$ cat src/rtl/invq_pkg.sv
// Package: shared encodings, operation indices and the instruction field
// layout used by the fine-grained invalidate decoder.
package invq_pkg;

    localparam int NUM_OPS   = 5;
    localparam int IDX_W     = 5;
    localparam int WORD_W    = 32;

    // operation positions in the one-hot result
    localparam int OP_SINV   = 0;
    localparam int OP_WFENCE = 1;
    localparam int OP_RFENCE = 2;
    localparam int OP_HVVMA  = 3;
    localparam int OP_HGVMA  = 4;

    localparam logic [6:0] OPC_SYSTEM = 7'b1110011;
    localparam logic [2:0] F3_PRIV    = 3'b000;
    localparam logic [6:0] F7_SINV    = 7'b0001011;
    localparam logic [6:0] F7_FENCE   = 7'b0001100;
    localparam logic [6:0] F7_HVVMA   = 7'b0010011;
    localparam logic [6:0] F7_HGVMA   = 7'b0110011;

    typedef enum logic [1:0] {
        PRIV_USER  = 2'b00,
        PRIV_SUPER = 2'b01,
        PRIV_RSVD  = 2'b10,
        PRIV_MACH  = 2'b11
    } priv_t;

    typedef struct packed {
        logic [6:0]       f7;
        logic [IDX_W-1:0] rs2;
        logic [IDX_W-1:0] rs1;
        logic [2:0]       f3;
        logic [IDX_W-1:0] rd;
        logic [6:0]       opc;
    } rtype_t;

    // funct7 code expected for each operation slot
    function automatic logic [6:0] op_f7(input int idx);
        case (idx)
            OP_SINV:   op_f7 = F7_SINV;
            OP_WFENCE: op_f7 = F7_FENCE;
            OP_RFENCE: op_f7 = F7_FENCE;
            OP_HVVMA:  op_f7 = F7_HVVMA;
            default:   op_f7 = F7_HGVMA;
        endcase
    endfunction

    // hypervisor invalidates need the hypervisor strap
    function automatic logic op_needs_hyp(input int idx);
        op_needs_hyp = (idx == OP_HVVMA) || (idx == OP_HGVMA);
    endfunction

    // fences demand rs1 = 0 and a fixed rs2 selector
    function automatic logic op_is_fence(input int idx);
        op_is_fence = (idx == OP_WFENCE) || (idx == OP_RFENCE);
    endfunction

    function automatic logic [IDX_W-1:0] op_fence_sel(input int idx);
        op_fence_sel = (idx == OP_RFENCE) ? IDX_W'(1) : IDX_W'(0);
    endfunction

endpackage

$ cat src/rtl/inv_field_split.sv
// inv_field_split: cuts a 32-bit word into its register-type fields.
// Assumes the word is already aligned; purely combinational.
module inv_field_split
    import invq_pkg::*;
#(
    parameter int WORD_BITS = WORD_W
) (
    input  logic [WORD_BITS-1:0] word,
    output rtype_t               fields
);
    // reinterpret the word as the packed field struct
    always_comb begin
        fields = rtype_t'(word[$bits(rtype_t)-1:0]);
    end
endmodule

$ cat src/rtl/inv_op_match.sv
// inv_op_match: finds which operation of the group a word encodes.
// Produces a one-hot hit vector for well-formed words and a malformed flag
// for words inside the group that break a form rule or need the hypervisor
// while it is disabled. Words outside the group give neither.
module inv_op_match
    import invq_pkg::*;
#(
    parameter int OPS = NUM_OPS
) (
    input  rtype_t         fields,
    input  logic           hyp_en,
    output logic [OPS-1:0] op_hit,
    output logic           malformed
);
    logic           base_ok;
    logic [OPS-1:0] fam_hit;
    logic           group_hit;

    // opcode and funct3 common to the whole group
    always_comb begin
        base_ok = (fields.opc == OPC_SYSTEM) && (fields.f3 == F3_PRIV);
    end

    // one matcher per operation slot
    for (genvar gi = 0; gi < OPS; gi++) begin : g_slot
        logic form_ok;
        // form rule: fences fix rs1 and rs2, others leave them free
        always_comb begin
            if (op_is_fence(gi)) begin
                form_ok = (fields.rs1 == '0) && (fields.rs2 == op_fence_sel(gi));
            end else begin
                form_ok = 1'b1;
            end
        end
        // family match and the final well-formed hit for this slot
        always_comb begin
            fam_hit[gi] = base_ok && (fields.f7 == op_f7(gi));
            op_hit[gi]  = fam_hit[gi] && form_ok && (fields.rd == '0)
                          && (hyp_en || !op_needs_hyp(gi));
        end
    end

    // group word that produced no hit is malformed
    always_comb begin
        group_hit = |fam_hit;
        malformed = group_hit && (op_hit == '0);
    end
endmodule

$ cat src/rtl/inv_trap_rules.sv
// inv_trap_rules: applies the privilege and trap-bit rules to a decoded
// operation. Assumes op_hit is one-hot or zero. The virtualisation bit only
// counts when the hypervisor is enabled and the hart is in supervisor mode.
// Illegal takes precedence, so at most one exception is raised.
module inv_trap_rules
    import invq_pkg::*;
#(
    parameter int OPS = NUM_OPS
) (
    input  logic [OPS-1:0] op_hit,
    input  logic           malformed,
    input  logic [1:0]     priv_lvl,
    input  logic           virt_mode,
    input  logic           hyp_en,
    input  logic           tvm,
    input  logic           vtvm,
    output logic           want_illegal,
    output logic           want_virtual
);
    logic any_op;
    logic in_user;
    logic in_hs;
    logic in_vs;
    logic ill_by_tvm;
    logic virt_hit;

    // classify the privilege state
    always_comb begin
        any_op  = |op_hit;
        in_user = (priv_lvl == PRIV_USER) || (priv_lvl == PRIV_RSVD);
        in_hs   = (priv_lvl == PRIV_SUPER) && !(virt_mode && hyp_en);
        in_vs   = (priv_lvl == PRIV_SUPER) && virt_mode && hyp_en;
    end

    // illegal-instruction sources for well-formed operations
    always_comb begin
        ill_by_tvm = in_hs && tvm && (op_hit[OP_SINV] || op_hit[OP_HGVMA]);
    end

    // virtual-instruction sources
    always_comb begin
        virt_hit = in_vs && ((op_hit[OP_SINV] && vtvm)
                             || op_hit[OP_HVVMA] || op_hit[OP_HGVMA]);
    end

    // combine with illegal taking priority
    always_comb begin
        want_illegal = malformed || (any_op && in_user) || ill_by_tvm;
        want_virtual = !want_illegal && virt_hit;
    end
endmodule

$ cat src/rtl/inv_decode_gate.sv
// inv_decode_gate: top of the fine-grained invalidate decoder. It decodes
// one word per cycle and registers the operation, the source indices and
// the exception decision with one cycle of latency. Assumes a synchronous
// active-low reset. Outputs are zero in cycles without a valid word.
module inv_decode_gate
    import invq_pkg::*;
#(
    parameter int WORD_BITS = WORD_W,
    parameter int OPS       = NUM_OPS,
    parameter int RIDX_W    = IDX_W
) (
    input  logic                 clk,
    input  logic                 rst_n,
    input  logic                 in_valid,
    input  logic [WORD_BITS-1:0] in_word,
    input  logic [1:0]           priv_lvl,
    input  logic                 virt_mode,
    input  logic                 tvm,
    input  logic                 vtvm,
    input  logic                 hyp_en,
    output logic                 out_valid,
    output logic [OPS-1:0]       op_onehot,
    output logic [RIDX_W-1:0]    out_rs1,
    output logic [RIDX_W-1:0]    out_rs2,
    output logic                 exc_illegal,
    output logic                 exc_virtual
);
    rtype_t         fields;
    logic [OPS-1:0] op_hit;
    logic           malformed;
    logic           want_illegal;
    logic           want_virtual;

    inv_field_split #(.WORD_BITS(WORD_BITS)) u_split (
        .word   (in_word),
        .fields (fields)
    );

    inv_op_match #(.OPS(OPS)) u_match (
        .fields    (fields),
        .hyp_en    (hyp_en),
        .op_hit    (op_hit),
        .malformed (malformed)
    );

    inv_trap_rules #(.OPS(OPS)) u_trap (
        .op_hit       (op_hit),
        .malformed    (malformed),
        .priv_lvl     (priv_lvl),
        .virt_mode    (virt_mode),
        .hyp_en       (hyp_en),
        .tvm          (tvm),
        .vtvm         (vtvm),
        .want_illegal (want_illegal),
        .want_virtual (want_virtual)
    );

    // output register: capture decision on valid, clear otherwise
    always_ff @(posedge clk) begin
        if (!rst_n || !in_valid) begin
            out_valid   <= 1'b0;
            op_onehot   <= '0;
            out_rs1     <= '0;
            out_rs2     <= '0;
            exc_illegal <= 1'b0;
            exc_virtual <= 1'b0;
        end else begin
            out_valid   <= 1'b1;
            op_onehot   <= op_hit;
            out_rs1     <= RIDX_W'(fields.rs1);
            out_rs2     <= RIDX_W'(fields.rs2);
            exc_illegal <= want_illegal;
            exc_virtual <= want_virtual;
        end
    end
endmodule

$ cat config.mk
export PLATFORM = sky130hd
export DESIGN_NAME = inv_decode_gate
export DESIGN_NICKNAME = d
export VERILOG_FILES = /design/src/rtl/invq_pkg.sv /design/src/rtl/inv_field_split.sv /design/src/rtl/inv_op_match.sv /design/src/rtl/inv_trap_rules.sv /design/src/rtl/inv_decode_gate.sv
export SDC_FILE = /design/constraint.sdc
export NUM_CORES = 1
export LEC_CHECK = 0
export BUFFER_PORTS_ARGS = -buffer_cell sky130_fd_sc_hd__buf_2
export CELL_PAD_IN_SITES_DETAIL_PLACEMENT = 0
export CELL_PAD_IN_SITES_GLOBAL_PLACEMENT = 1
export CORE_MARGIN = 3
export CORE_UTILIZATION = 30
export CTS_CLUSTER_DIAMETER = 50
export DETAILED_ROUTE_END_ITERATION = 12
export PLACE_DENSITY = 0.81
export SKIP_LAST_GASP = 1
export SLEW_MARGIN = 0
export SYNTH_ARGS = -nofsm -noshare
export SYNTH_HDL_FRONTEND = slang
export SYNTH_HIERARCHICAL = 1
export SYNTH_SLANG_ARGS = --single-unit
$ cat constraint.sdc
create_clock -name clk -period 3.35 [get_ports clk]
set_input_delay 0.5025 -clock clk [delete_from_list [all_inputs] [get_ports clk]]
set_output_delay 0.5025 -clock clk [all_outputs]
set_load 0.005 [all_outputs]
==> reports/qor.yml <==
synth:
  syn_avg_cell_area_um2: 9.396
  synthTopCellsByCount: "buf_4, dfxtp_1, and3_1, and3_2, nor2_1"
  synth_fp_nets: 149
  synth.area.top_cells: "dfxtp_1, buf_4, and3_1"
  synth.most_common_cell: "buf_4"
  synth_top_area_frac: 0.3551
  netlist_area_um2: 1015
  ys_seq_area_frac: 0.3551
  ys_ff_latch: 18
  synth_edf_count: 0
  synthFlopType: "dfxtp_1"
  ys_types: 28
  yosysTopAreaCell: "dfxtp_1"
  async_reset_ff_frac: 0
  synthCells: 108
  ys_warn_count: 6
die:
  io_pins: 59
  die_h_um: 64.16
  coreArea_um2: 3128
  dieArea_um2: 4117
  start_util: 0.3244
  die_w_um: 64.16
  rows: 20
min_path:
  hold_depth: 2
  hold_path_startpoint: "in_word[17]"
  hold_class: "primary input to register"
  whs_endpoint: "out_rs1[2]"
power_and_ir_drop:
  power_density_nw_per_um2: 327.1
  p_seq_frac: 0.600
  leakagePower_uw: 0.0005846
  pwr-share-comb: 0.132
  vdd_ir_drop_max_uv: 97.43
  p_int_uw: 287.8
  clkPwrFrac: 0.268
  swShare: 0.2170
  power_switching_uw: 79.73
placement:
  placed_cells: 176
  hpwl_um: 1768
  io_buffers: 58
  dp_slack_ns: 0.6331
  gpl.final_weighted_congestion: 0.8594
critical_path:
  cp.arrival_ns: 2.66
  worstSetupPathType: "primary input to register"
  worstPathMaxFanout: 3
  required_ns: 3.58
  cp-start-kind: "primary input"
  cp-end-kind: "register"
global_routing:
  antenna_found_initial: 0
  grt_use_total: 0.1046
  grt_pass1_vias: 845
  grt_pass1_wl_um: 3450
  grt_remaining_overflow: 0
  grt_max_degree: 19
route:
  dr.pass1.iters: 3
  antenna_left: 0
  routed_wirelength_um: 2062
  drtIter0Drc: 8
  avgViaCountPerCell: 4.469
  drc: 0
  vias: 800
  wire_per_inst_um: 11.52
timing:
  min_period_over_period: 0.7265
  setup_tns_ns: 0
  finalHoldViolCount: 0
  whs_ns: 0.4740
  relSlewSlack: 0.7317
  slew_violations: 0
  clock.fmax_ghz: 0.4109
  rsz0062_at_grt: "no"
  tightestPinTransition_ns: 0.3994
  setup_violations: 0
  fin_crit_ns: 2.434
  fin_ws_ns: 0.9161
clock_tree:
  cts_tree: "yes"
  htree_levels: 1
  numCtsBuffers: 3
  post_cts_buffers: 0
  path_clk_slew_ns: 0.09
  cts.sinks: 18
  cts_resized: 0
  holdBufCountCts: 0
  cts_max_path_buffers: 2
  cts_root_buffer: "clkbuf_4"
final_layout:
  nets: 178
  fin_util: 0.3592
  n_antenna_cell: 0
  drive_gt1_frac: 0.5630
  num-fill-cells: 340
  syn2layout_area_growth_pct: 10.73
  finalNonFillerCells: 179
run_status:
  status: "complete, no violations"
job:
  maxCapViolations: 0
power by group through the flow:
stage               clock network [uW]  logic [uW]  registers, uW
finish                            98.5        48.6            220
global route                       114        54.9            221
CTS                                107        49.5            221
detailed placement                   0        49.3            226
global placement                     0        47.7            225
floorplan                            0        42.9            226
layout by cell type (no fill, tap or decap), drive strengths merged, types with 2 or more instances in the layout:
master,n
buf,58
dfxtp,18
and3,18
nor2,5
nor3,4
nand2,4
clkbuf,3
inv,3
or4b,2
nand4,2
or4,2
nor3b,2
a2111oi,2
worst max path at each step:
| stage | startpoint | endpoint | slack [ns] | cells after the start |
|---|---|---|---|---|
| floorplan | in_word[7] | exc_illegal | 0.86 | 9 |
| global placement | in_word[7] | exc_illegal | 0.73 | 9 |
| detailed placement | in_word[7] | exc_illegal | 0.63 | 9 |
| CTS | in_word[7] | exc_illegal | 0.93 | 9 |
| global route | in_word[7] | exc_illegal | 0.74 | 9 |
| finish | in_word[7] | exc_illegal | 0.92 | 9 |
per-stage QoR:
step	power [uW]	instance area, um^2
2_1_floorplan	269.3	1015
3_3_place_gp	273.0	1101
3_5_place_dp	274.9	1101
4_1_cts	377.2	1124
5_1_grt	390.2	1124
6_report	367.5	1124
logic make-up (layout without fill, tap and decap cells):
kind of cell	count (synthesis)	count (layout)	synth area share
buffers and inverters	37	64	0.2663
AND/OR/NAND/NOR	47	47	0.3280
AO/OA/AOI/OAI	6	6	0.05055
flip-flops	18	18	0.3551
metal layers:
metal / track usage / vias to the layer above / wire [um]
met5: 0 / - / 0
met4: 0.03958 / 0 / 0
met3: 0.02285 / 0 / 192
met2: 0.1935 / 37 / 1027
met1: 0.1149 / 359 / 842
li1: - / 404 / -
area by class of cell:
type	count	area, um^2	area share
Multi-Input combinational cell	53	384.1	0.3419
Inverter	3	11.26	0.01002
Clock buffer	3	22.52	0.02004
Tap cell	44	55.05	0.04900
Sequential cell	18	360.3	0.3207
Timing Repair Buffer	58	290.3	0.2584
flip-flops by register name, summed over array words and instances, names as in the netlist:
register,count
exc_virtual,1
op_onehot,5
out_valid,1
out_rs2,5
exc_illegal,1
out_rs1,5
critical path, stage by stage:
cell and delay, ns:
buf_2 0.09, or4_1 0.54, nor3_1 0.38, nand4_1 0.17
nor2_1 0.21, o21ai_1 0.08, a2111oi_0 0.37, or3_1 0.16
and3_2 0.16
Note: power is estimated with default switching activity, not from simulation.
